$ cat config.mk
export PLATFORM = sky130hd
export DESIGN_NAME = dual_latch_ctrl
export DESIGN_NICKNAME = d
export VERILOG_FILES = /design/src/rtl/dlc_pkg.sv /design/src/rtl/dlc_decode.sv /design/src/rtl/dlc_latches.sv /design/src/rtl/dlc_mode_regs.sv /design/src/rtl/dual_latch_ctrl.sv
export SDC_FILE = /design/constraint.sdc
export NUM_CORES = 1
export LEC_CHECK = 0
export BUFFER_PORTS_ARGS = -buffer_cell sky130_fd_sc_hd__buf_2
export CORE_ASPECT_RATIO = 0.5
export CORE_UTILIZATION = 50
export DETAILED_ROUTE_END_ITERATION = 16
export PLACE_DENSITY = 0.85
export SLEW_MARGIN = 20
export SYNTH_ARGS = -nofsm -noshare
export SYNTH_HDL_FRONTEND = slang
export SYNTH_HIERARCHICAL = 1
export SYNTH_SLANG_ARGS = --single-unit
$ cat constraint.sdc
create_clock -name clk -period 1.1 [get_ports clk]
set_input_delay 0.055 -clock clk [delete_from_list [all_inputs] [get_ports clk]]
set_output_delay 0.055 -clock clk [all_outputs]
set_load 0.02 [all_outputs]
$ cat src/rtl/dlc_pkg.sv
package dlc_pkg;
  localparam int WORD_W   = 16;
  localparam int ADDR_HI  = 15;
  localparam int ADDR_LO  = 12;
  localparam int SPEED_B  = 14;
  localparam int PDOWN_B  = 13;
  localparam int DATA_LSB = 2;
  localparam int REF_W    = 2;

  typedef enum logic [1:0] {
    DST_B_AND_HOLD = 2'b00,
    DST_HOLD_ONLY  = 2'b01,
    DST_A_SYNC_B   = 2'b10,
    DST_CONTROL    = 2'b11
  } dest_e;
endpackage

$ cat src/rtl/dlc_decode.sv
module dlc_decode
  import dlc_pkg::*;
#(
  parameter int DATA_W = 10
) (
  input  logic [WORD_W-1:0] word,
  input  logic              valid,
  output logic [DATA_W-1:0] data,
  output logic              wr_a,
  output logic              wr_b_direct,
  output logic              wr_b_from_hold,
  output logic              wr_hold,
  output logic              wr_ctrl,
  output logic              mode_we,
  output logic              speed_bit,
  output logic              pdown_bit,
  output logic [REF_W-1:0]  ref_bits
);
  dest_e dest;

  always_comb begin
    dest           = dest_e'({word[ADDR_HI], word[ADDR_LO]});
    data           = word[DATA_LSB +: DATA_W];
    speed_bit      = word[SPEED_B];
    pdown_bit      = word[PDOWN_B];
    ref_bits       = word[REF_W-1:0];
    mode_we        = valid;
    wr_a           = 1'b0;
    wr_b_direct    = 1'b0;
    wr_b_from_hold = 1'b0;
    wr_hold        = 1'b0;
    wr_ctrl        = 1'b0;
    if (valid) begin
      unique case (dest)
        DST_B_AND_HOLD: begin
          wr_b_direct = 1'b1;
          wr_hold     = 1'b1;
        end
        DST_HOLD_ONLY:  wr_hold = 1'b1;
        DST_A_SYNC_B: begin
          wr_a           = 1'b1;
          wr_b_from_hold = 1'b1;
        end
        DST_CONTROL:    wr_ctrl = 1'b1;
        default: ;
      endcase
    end
  end
endmodule

$ cat src/rtl/dlc_latches.sv
module dlc_latches #(
  parameter int DATA_W = 10
) (
  input  logic              clk,
  input  logic              rst,
  input  logic [DATA_W-1:0] data,
  input  logic              wr_a,
  input  logic              wr_b_direct,
  input  logic              wr_b_from_hold,
  input  logic              wr_hold,
  output logic [DATA_W-1:0] code_a,
  output logic [DATA_W-1:0] code_b
);
  logic [DATA_W-1:0] hold_q;

  always_ff @(posedge clk) begin
    if (rst) begin
      code_a <= '0;
      code_b <= '0;
      hold_q <= '0;
    end else begin
      if (wr_a)           code_a <= data;
      if (wr_b_direct)    code_b <= data;
      else if (wr_b_from_hold) code_b <= hold_q;
      if (wr_hold)        hold_q <= data;
    end
  end
endmodule

$ cat src/rtl/dlc_mode_regs.sv
module dlc_mode_regs
  import dlc_pkg::*;
(
  input  logic             clk,
  input  logic             rst,
  input  logic             mode_we,
  input  logic             speed_bit,
  input  logic             pdown_bit,
  input  logic             wr_ctrl,
  input  logic [REF_W-1:0] ref_bits,
  output logic             fast_q,
  output logic             pdown_q,
  output logic [REF_W-1:0] ref_q
);
  always_ff @(posedge clk) begin
    if (rst) begin
      fast_q  <= 1'b0;
      pdown_q <= 1'b0;
      ref_q   <= '0;
    end else begin
      if (mode_we) begin
        fast_q  <= speed_bit;
        pdown_q <= pdown_bit;
      end
      if (wr_ctrl) ref_q <= ref_bits;
    end
  end
endmodule

$ cat src/rtl/dual_latch_ctrl.sv
module dual_latch_ctrl
  import dlc_pkg::*;
#(
  parameter int DATA_W = 10,
  parameter int N_CH   = 2
) (
  input  logic              clk,
  input  logic              rst,
  input  logic [15:0]       cmd_word,
  input  logic              cmd_valid,
  output logic [DATA_W-1:0] chan_a_code,
  output logic [DATA_W-1:0] chan_b_code,
  output logic              chan_a_en,
  output logic              chan_b_en,
  output logic              fast_mode,
  output logic              pwr_down,
  output logic [1:0]        ref_sel
);
  logic [DATA_W-1:0] data;
  logic wr_a, wr_b_direct, wr_b_from_hold, wr_hold, wr_ctrl;
  logic mode_we, speed_bit, pdown_bit;
  logic [REF_W-1:0] ref_bits;
  logic [N_CH-1:0] en_vec;

  dlc_decode #(.DATA_W(DATA_W)) u_dec (
    .word(cmd_word), .valid(cmd_valid), .data(data),
    .wr_a(wr_a), .wr_b_direct(wr_b_direct), .wr_b_from_hold(wr_b_from_hold),
    .wr_hold(wr_hold), .wr_ctrl(wr_ctrl), .mode_we(mode_we),
    .speed_bit(speed_bit), .pdown_bit(pdown_bit), .ref_bits(ref_bits)
  );

  dlc_latches #(.DATA_W(DATA_W)) u_lat (
    .clk(clk), .rst(rst), .data(data), .wr_a(wr_a),
    .wr_b_direct(wr_b_direct), .wr_b_from_hold(wr_b_from_hold),
    .wr_hold(wr_hold), .code_a(chan_a_code), .code_b(chan_b_code)
  );

  dlc_mode_regs u_mode (
    .clk(clk), .rst(rst), .mode_we(mode_we), .speed_bit(speed_bit),
    .pdown_bit(pdown_bit), .wr_ctrl(wr_ctrl), .ref_bits(ref_bits),
    .fast_q(fast_mode), .pdown_q(pwr_down), .ref_q(ref_sel)
  );

  for (genvar c = 0; c < N_CH; c++) begin : g_en
    assign en_vec[c] = ~pwr_down;
  end
  assign chan_a_en = en_vec[0];
  assign chan_b_en = en_vec[N_CH-1];
endmodule

==> results.sh, run 1 <==
export IMPL_worst_setup_path_start_kind="register"
export IMPL_htree_levels=2
export IMPL_grt_pass1_wl_um=4260
export IMPL_setup_violations=0
export IMPL_multi_input_area_um2=602
export IMPL_tns_ps=0
export IMPL_synth_compound_area_share_pct=5.15
export IMPL_die_area_um2=3150
export IMPL_p_total_mw=2.59
export IMPL_worst_pin_slew_ps=205
export IMPL_area_growth_pct=18.0
export IMPL_dpl_hpwl_um=1900
export IMPL_cts_root_buffer="clkbuf_8"
export IMPL_fp_coreArea_um2=2680
export IMPL_hold_viol=0
export IMPL_first_pass_iters=4
export IMPL_io_pin_count=45
export IMPL_hp_class="in2reg"
export IMPL_synthCells=142
export IMPL_insertion_delay_ps=280
export IMPL_synth_seq_cells=34
export IMPL_synth_area_per_cell_um2=10.3
export IMPL_wirelength_um=2860
export IMPL_synth_top_family_by_area="multiplexers"
export IMPL_regArea_um2=681
export IMPL_rsz0062_at_grt="no"
export IMPL_antenna_left=0
export IMPL_crit_required_ps=1040
export IMPL_grt_pass1_vias=937
export IMPL_vias=1054
export IMPL_port_buffers=44
export IMPL_synthAdderAreaFrac_pct=0
export IMPL_fin_crit_sh_pct=80.9
export IMPL_cts_tree="yes"
export IMPL_muxShareOfSynthArea_pct=23.3
export IMPL_layout_cells_most_common_list="buf_2 (44), mux2i_1 (34), dfxtp_1 (34)"
export IMPL_clock_sinks=34
export IMPL_nets=194
export IMPL_maxCapViolCount=0
export IMPL_grtUsageMet2_pct=35.3
export IMPL_fin_crit_ps=890
export IMPL_synth_cell_area_um2=1460
export IMPL_die_y_um=40.2
export IMPL_mostFrequentLayoutCell="buf_2"
export IMPL_finalMaxSlewViolations=0
export IMPL_wl_per_cell_um=13.4
export IMPL_busiest_layer="met2"
export IMPL_synth_area_top_cells="dfxtp_1 (47%), mux2i_1 (23%), buf_4 (9.8%)"
export IMPL_crit_path_max_fanout=3
export IMPL_cts_setup_buffers=0
export IMPL_max_vdd_ir_drop_uv=695
export IMPL_grt_antenna_before_repair=0
export IMPL_die_w_um=78.4
export IMPL_status="finished clean"
export IMPL_max_freq_ghz=1.12
export IMPL_use_met1_pct=20.8
export IMPL_drt_iter0_drc=60
export IMPL_clock_skew_ps=4.02
export IMPL_grt_max_degree=35
export IMPL_cts_resized=0
export IMPL_antennaDiodeCount=0
export IMPL_endpoint_kind="output pin"
export IMPL_cts_hold_buf=0
export IMPL_cp_arrival_ps=830
export IMPL_worstSetupPathType="reg2out"
export IMPL_gp_congestion=0.653
export IMPL_num_fill_cells=238
export IMPL_ys_types=13
export IMPL_yosysSeqAreaShare_pct=46.7
export IMPL_start_util_pct=54.4
export IMPL_power_density_nw_per_um2=1500
export IMPL_grt_total_usage_pct=19.0
export IMPL_yosys_area_top_type="dfxtp_1"
export IMPL_yosys_area_share_simple_pct=12.8
export IMPL_drc=0
export IMPL_numCtsBuffers=5
export IMPL_max_slew_margin_pct=86.3
export IMPL_path_clk_slew_ps=70
export IMPL_grt_overflow=0
export IMPL_drive_above_1_share_pct=33.5
export IMPL_clockBufferDepth=2
export IMPL_p_leak_nw=0.759
export IMPL_syn_nets=161
export IMPL_rows=13
export IMPL_synthXorXnorAreaFrac_pct=0
export IMPL_viasPerCell=4.95
export IMPL_synth_warnings=6
export IMPL_synth_top_area_share_pct=46.7
export IMPL_met3_usage_pct=5.68
[Yosys cell counts, drive strengths merged]
library cell,instances
nor3b,1
clkinv,1
buf,20
nor2,24
dfxtp,34
clkbuf,4
a211oi,10
and3b,1
nor2b,11
and3,1
inv,1
mux2i,34
[cells by family after synthesis]
kind of cell | after synthesis
AO/OA/AOI/OAI | 10
buffers and inverters | 26
multiplexers | 34
flip-flops | 34
AND/OR/NAND/NOR | 38
[per-layer routing]
layer  vias to the layer above  wire length (um)
met5                         -                 0
met4                         0                 0
met1                       492              1340
met3                         0               158
met2                        35              1360
li1                        527                 -
[sequential cells by signal, summed over array words and instances (netlist names)]
name,count
u_lat/code_a,10
u_lat/code_b,10
u_lat/hold_q,10
u_mode/ref_q,2
u_mode/fast_q,1
u_mode/pdown_q,1
[report_power, final]
| group | switching, mW | total (mW) | internal [mW] | leakage (nW) |
|---|---|---|---|---|
| Clock | 0.436 | 0.939 | 0.502 | 0.0472 |
| Combinational | 0.188 | 0.333 | 0.145 | 0.434 |
| Sequential | 0.0288 | 1.32 | 1.29 | 0.278 |
[cell type report]
class	instances	share of cell area, %
Inverter	2	0.436
Tap cell	37	2.69
Multi-Input combinational cell	82	35.0
Sequential cell	34	39.5
Clock inverter	2	0.727
Timing Repair Buffer	50	16.9
Clock buffer	6	4.80
[worst max-delay path, cell delays in order (launching register included)]
cell and delay [ps]:
dfxtp_1 350, inv_1 60, buf_2 150
[through the flow]
| stage | utilization (%) | worst slack (ps) | hold WS [ps] | std cells | area (um2) |
|---|---|---|---|---|---|
| final | 64.1 | 210 | 12.9 | 213 | 1720 |
| after global routing | 64.1 | 160 | 30.9 | 213 | 1720 |
| after CTS | 64.1 | 200 | 14.7 | 213 | 1720 |
| after detailed placement | 60.6 | 32.8 | 307 | 205 | 1630 |
| after global placement | 60.6 | 81.0 | 297 | 205 | 1630 |
| after floorplan | - | 211 | 127 | 142 | 1460 |
[path summary, 6_finish.rpt]
kind              startpoint               to  slack, ps  cells past startpoint
min              cmd_word[1]  u_mode/ref_q[1]         10                      3
max           u_mode/pdown_q        chan_b_en        210                      2
max reg2reg  u_lat/hold_q[7]  u_lat/code_b[7]        360                      2
min reg2reg  u_lat/code_a[0]  u_lat/code_a[0]        490                      2
Power figures use the tool's default switching activity.
==> inputs of run 2 (changes only) <==
Settings changed: CORE_UTILIZATION 50 to 45, PLACE_DENSITY 0.85 to 0.81.
Clock period 1.1 ns to 0.8 ns, I/O delays scaled along.
==> run 2 against run 1 <==
Against the previous run:
- combinational power is 75% higher
- the flow now finishes with violations (negative hold slack, negative setup slack)
- utilization is 2.2 points higher
- largest power group unchanged
- non-clock buffer count is 6 higher
- critical endpoint is now u_lat/code_b[5]
==> results.sh, run 2 (same netlist as run 1, synthesis figures left out) <==
export IMPL_holdCritStartpoint="cmd_word[13]"
export IMPL_cp_num_cells=5
export IMPL_die_area_um2=3490
export IMPL_multi_input_area_um2=614
export IMPL_setup_violations=4
export IMPL_fp_coreArea_um2=3050
export IMPL_dp_cells=209
export IMPL_rows=14
export IMPL_power_density_nw_per_um2=1860
export IMPL_clockBufferDepth=2
export IMPL_num_fill_cells=224
export IMPL_fin_crit_ps=845
export IMPL_drc=0
export IMPL_wirelength_um=3440
export IMPL_cts_root_buffer="clkbuf_8"
export IMPL_wl_per_cell_um=15.5
export IMPL_area_growth_pct=38.7
export IMPL_htree_levels=2
export IMPL_drt_iter0_drc=63
export IMPL_critPathCapture="u_lat/code_b[5]"
export IMPL_viasPerCell=4.94
export IMPL_first_pass_iters=4
export IMPL_gp_congestion=0.678
export IMPL_vias=1096
export IMPL_worst_slack_ps=-45.3
export IMPL_max_vdd_ir_drop_uv=1010
export IMPL_endpoint_kind="register"
export IMPL_slowest_delay_ps=330
export IMPL_r2r_cells=2
export IMPL_io_pin_count=45
export IMPL_layout_cells_most_common_list="mux2i_1 (34), buf_6 (27), dfxtp_2 (25)"
export IMPL_die_y_um=42.3
export IMPL_grt_total_usage_pct=19.7
export IMPL_p_total_mw=3.77
export IMPL_grt_antenna_before_repair=0
export IMPL_clock_skew_ps=2.41
export IMPL_hp_class="in2reg"
export IMPL_cp_top_family="simple AND/OR/NAND/NOR gates"
export IMPL_grt_max_degree=35
export IMPL_insertion_delay_ps=290
export IMPL_critPathBufInv=2
export IMPL_worst_setup_path_start_kind="input pin"
export IMPL_rr_startpoint="u_lat/code_b[5]"
export IMPL_hold_viol=1
export IMPL_rrSetupSlack_ps=10
export IMPL_worstSetupPathType="in2reg"
export IMPL_path_clk_slew_ps=70
export IMPL_worst_pin_slew_ps=246
export IMPL_maxCapViolCount=0
export IMPL_mostFrequentLayoutCell="mux2i_1"
export IMPL_nets=200
export IMPL_die_w_um=82.5
export IMPL_rsz0062_at_grt="yes"
export IMPL_utilization_pct=66.4
export IMPL_r2r_end="u_lat/code_b[5]"
export IMPL_cp_startpoint="cmd_word[12]"
export IMPL_grt_pass1_vias=1080
export IMPL_max_slew_margin_pct=83.5
export IMPL_regArea_um2=712
export IMPL_cp_arrival_ps=1010
export IMPL_path_cells="buf_6 > and3b_2 > clkbuf_16 > mux2i_1 > a211oi_1"
export IMPL_violations="negative hold slack, negative setup slack"
export IMPL_grt_overflow=0
export IMPL_cts_tree="yes"
export IMPL_max_freq_ghz=1.18
export IMPL_fin_crit_sh_pct=106
export IMPL_critPathSlowestCell="and3b_2"
export IMPL_clock_sinks=34
export IMPL_crit_required_ps=960
export IMPL_top_regs="u_lat/code_a (10), u_lat/code_b (10), u_lat/hold_q (10)"
export IMPL_antenna_left=0
export IMPL_whs_ps=-0.252
export IMPL_finalMaxSlewViolations=0
export IMPL_crit_path_max_fanout=5
export IMPL_p_leak_nw=0.845
export IMPL_antennaDiodeCount=0
export IMPL_stdcell_count=222
export IMPL_dpl_hpwl_um=1980
export IMPL_status="finished with violations"
export IMPL_port_buffers=44
export IMPL_grt_pass1_wl_um=4890
export IMPL_start_util_pct=47.9
export IMPL_drive_above_1_share_pct=51.1
export IMPL_numCtsBuffers=5
[run 2: cell types whose count changed in the layout (fill, tap and decap cells not counted), moves of 2 or more]
| cell | change |
|---|---|
| dfxtp_2 | +25 |
| buf_2 | -28 |
| dfxtp_1 | -25 |
| inv_2 | +2 |
| clkbuf_16 | +2 |
| buf_4 | +4 |
| buf_6 | +27 |
[run 2: timing repair]
item                                    CTS  global route
resized for setup                        73            11
endpoints found under the hold margin     1             0
buffers inserted                          1             1
hold buffers                              1             0
endpoints found under the setup margin   26            21
pin swaps                                 0             2
gates cloned                              0             2
[run 2: layout make-up]
type / instances / area share (%)
tap: 40 / 2.47
inverter: 2 / 0.371
clock inverter: 2 / 0.618
multi-input combinational: 82 / 30.4
sequential: 34 / 35.2
clock buffer: 6 / 4.08
timing repair buffer: 56 / 26.9
[run 2: worst min path at each step]
stage | end | slack [ps] | cells past startpoint
after floorplan | u_mode/pdown_q | 100 | 1
after global placement | u_mode/ref_q[0] | 280 | 3
after detailed placement | u_mode/ref_q[1] | 290 | 3
after CTS | u_mode/pdown_q | 0.5 | 3
after global routing | u_mode/pdown_q | 20 | 3
final | u_mode/pdown_q | -0.3 | 3
[run 2: where the power goes]
part | switching, mW | internal (mW)
combinational | 0.280 | 0.302
clock | 0.661 | 0.692
sequential | 0.0522 | 1.78
total | 0.994 | 2.78
[run 2: per-layer routing]
metal	routed length (um)	vias up	GRT usage (%)
li1	-	538	-
met1	1500	525	22.0
met2	1710	28	33.7
met3	183	5	8.04
met4	46	0	7.24
met5	0	-	0
[run 2: stage by stage]
stage               hold slack, ps  area, um2  TNS, ps  setup slack, ps
floorplan                      105       1460     -631            -63.1
global placement               281       1640    -4360             -200
detailed placement             294       1640    -4910             -251
CTS                          0.475       1940     -135            -46.6
global route                  23.4       2020     -432            -86.1
finish                      -0.252       2020     -155            -45.3
[run 2: worst reg2reg max path, cell delays in order (launching register included)]
cell,delay (ps)
dfxtp_2,340
mux2i_1,90
a211oi_1,260
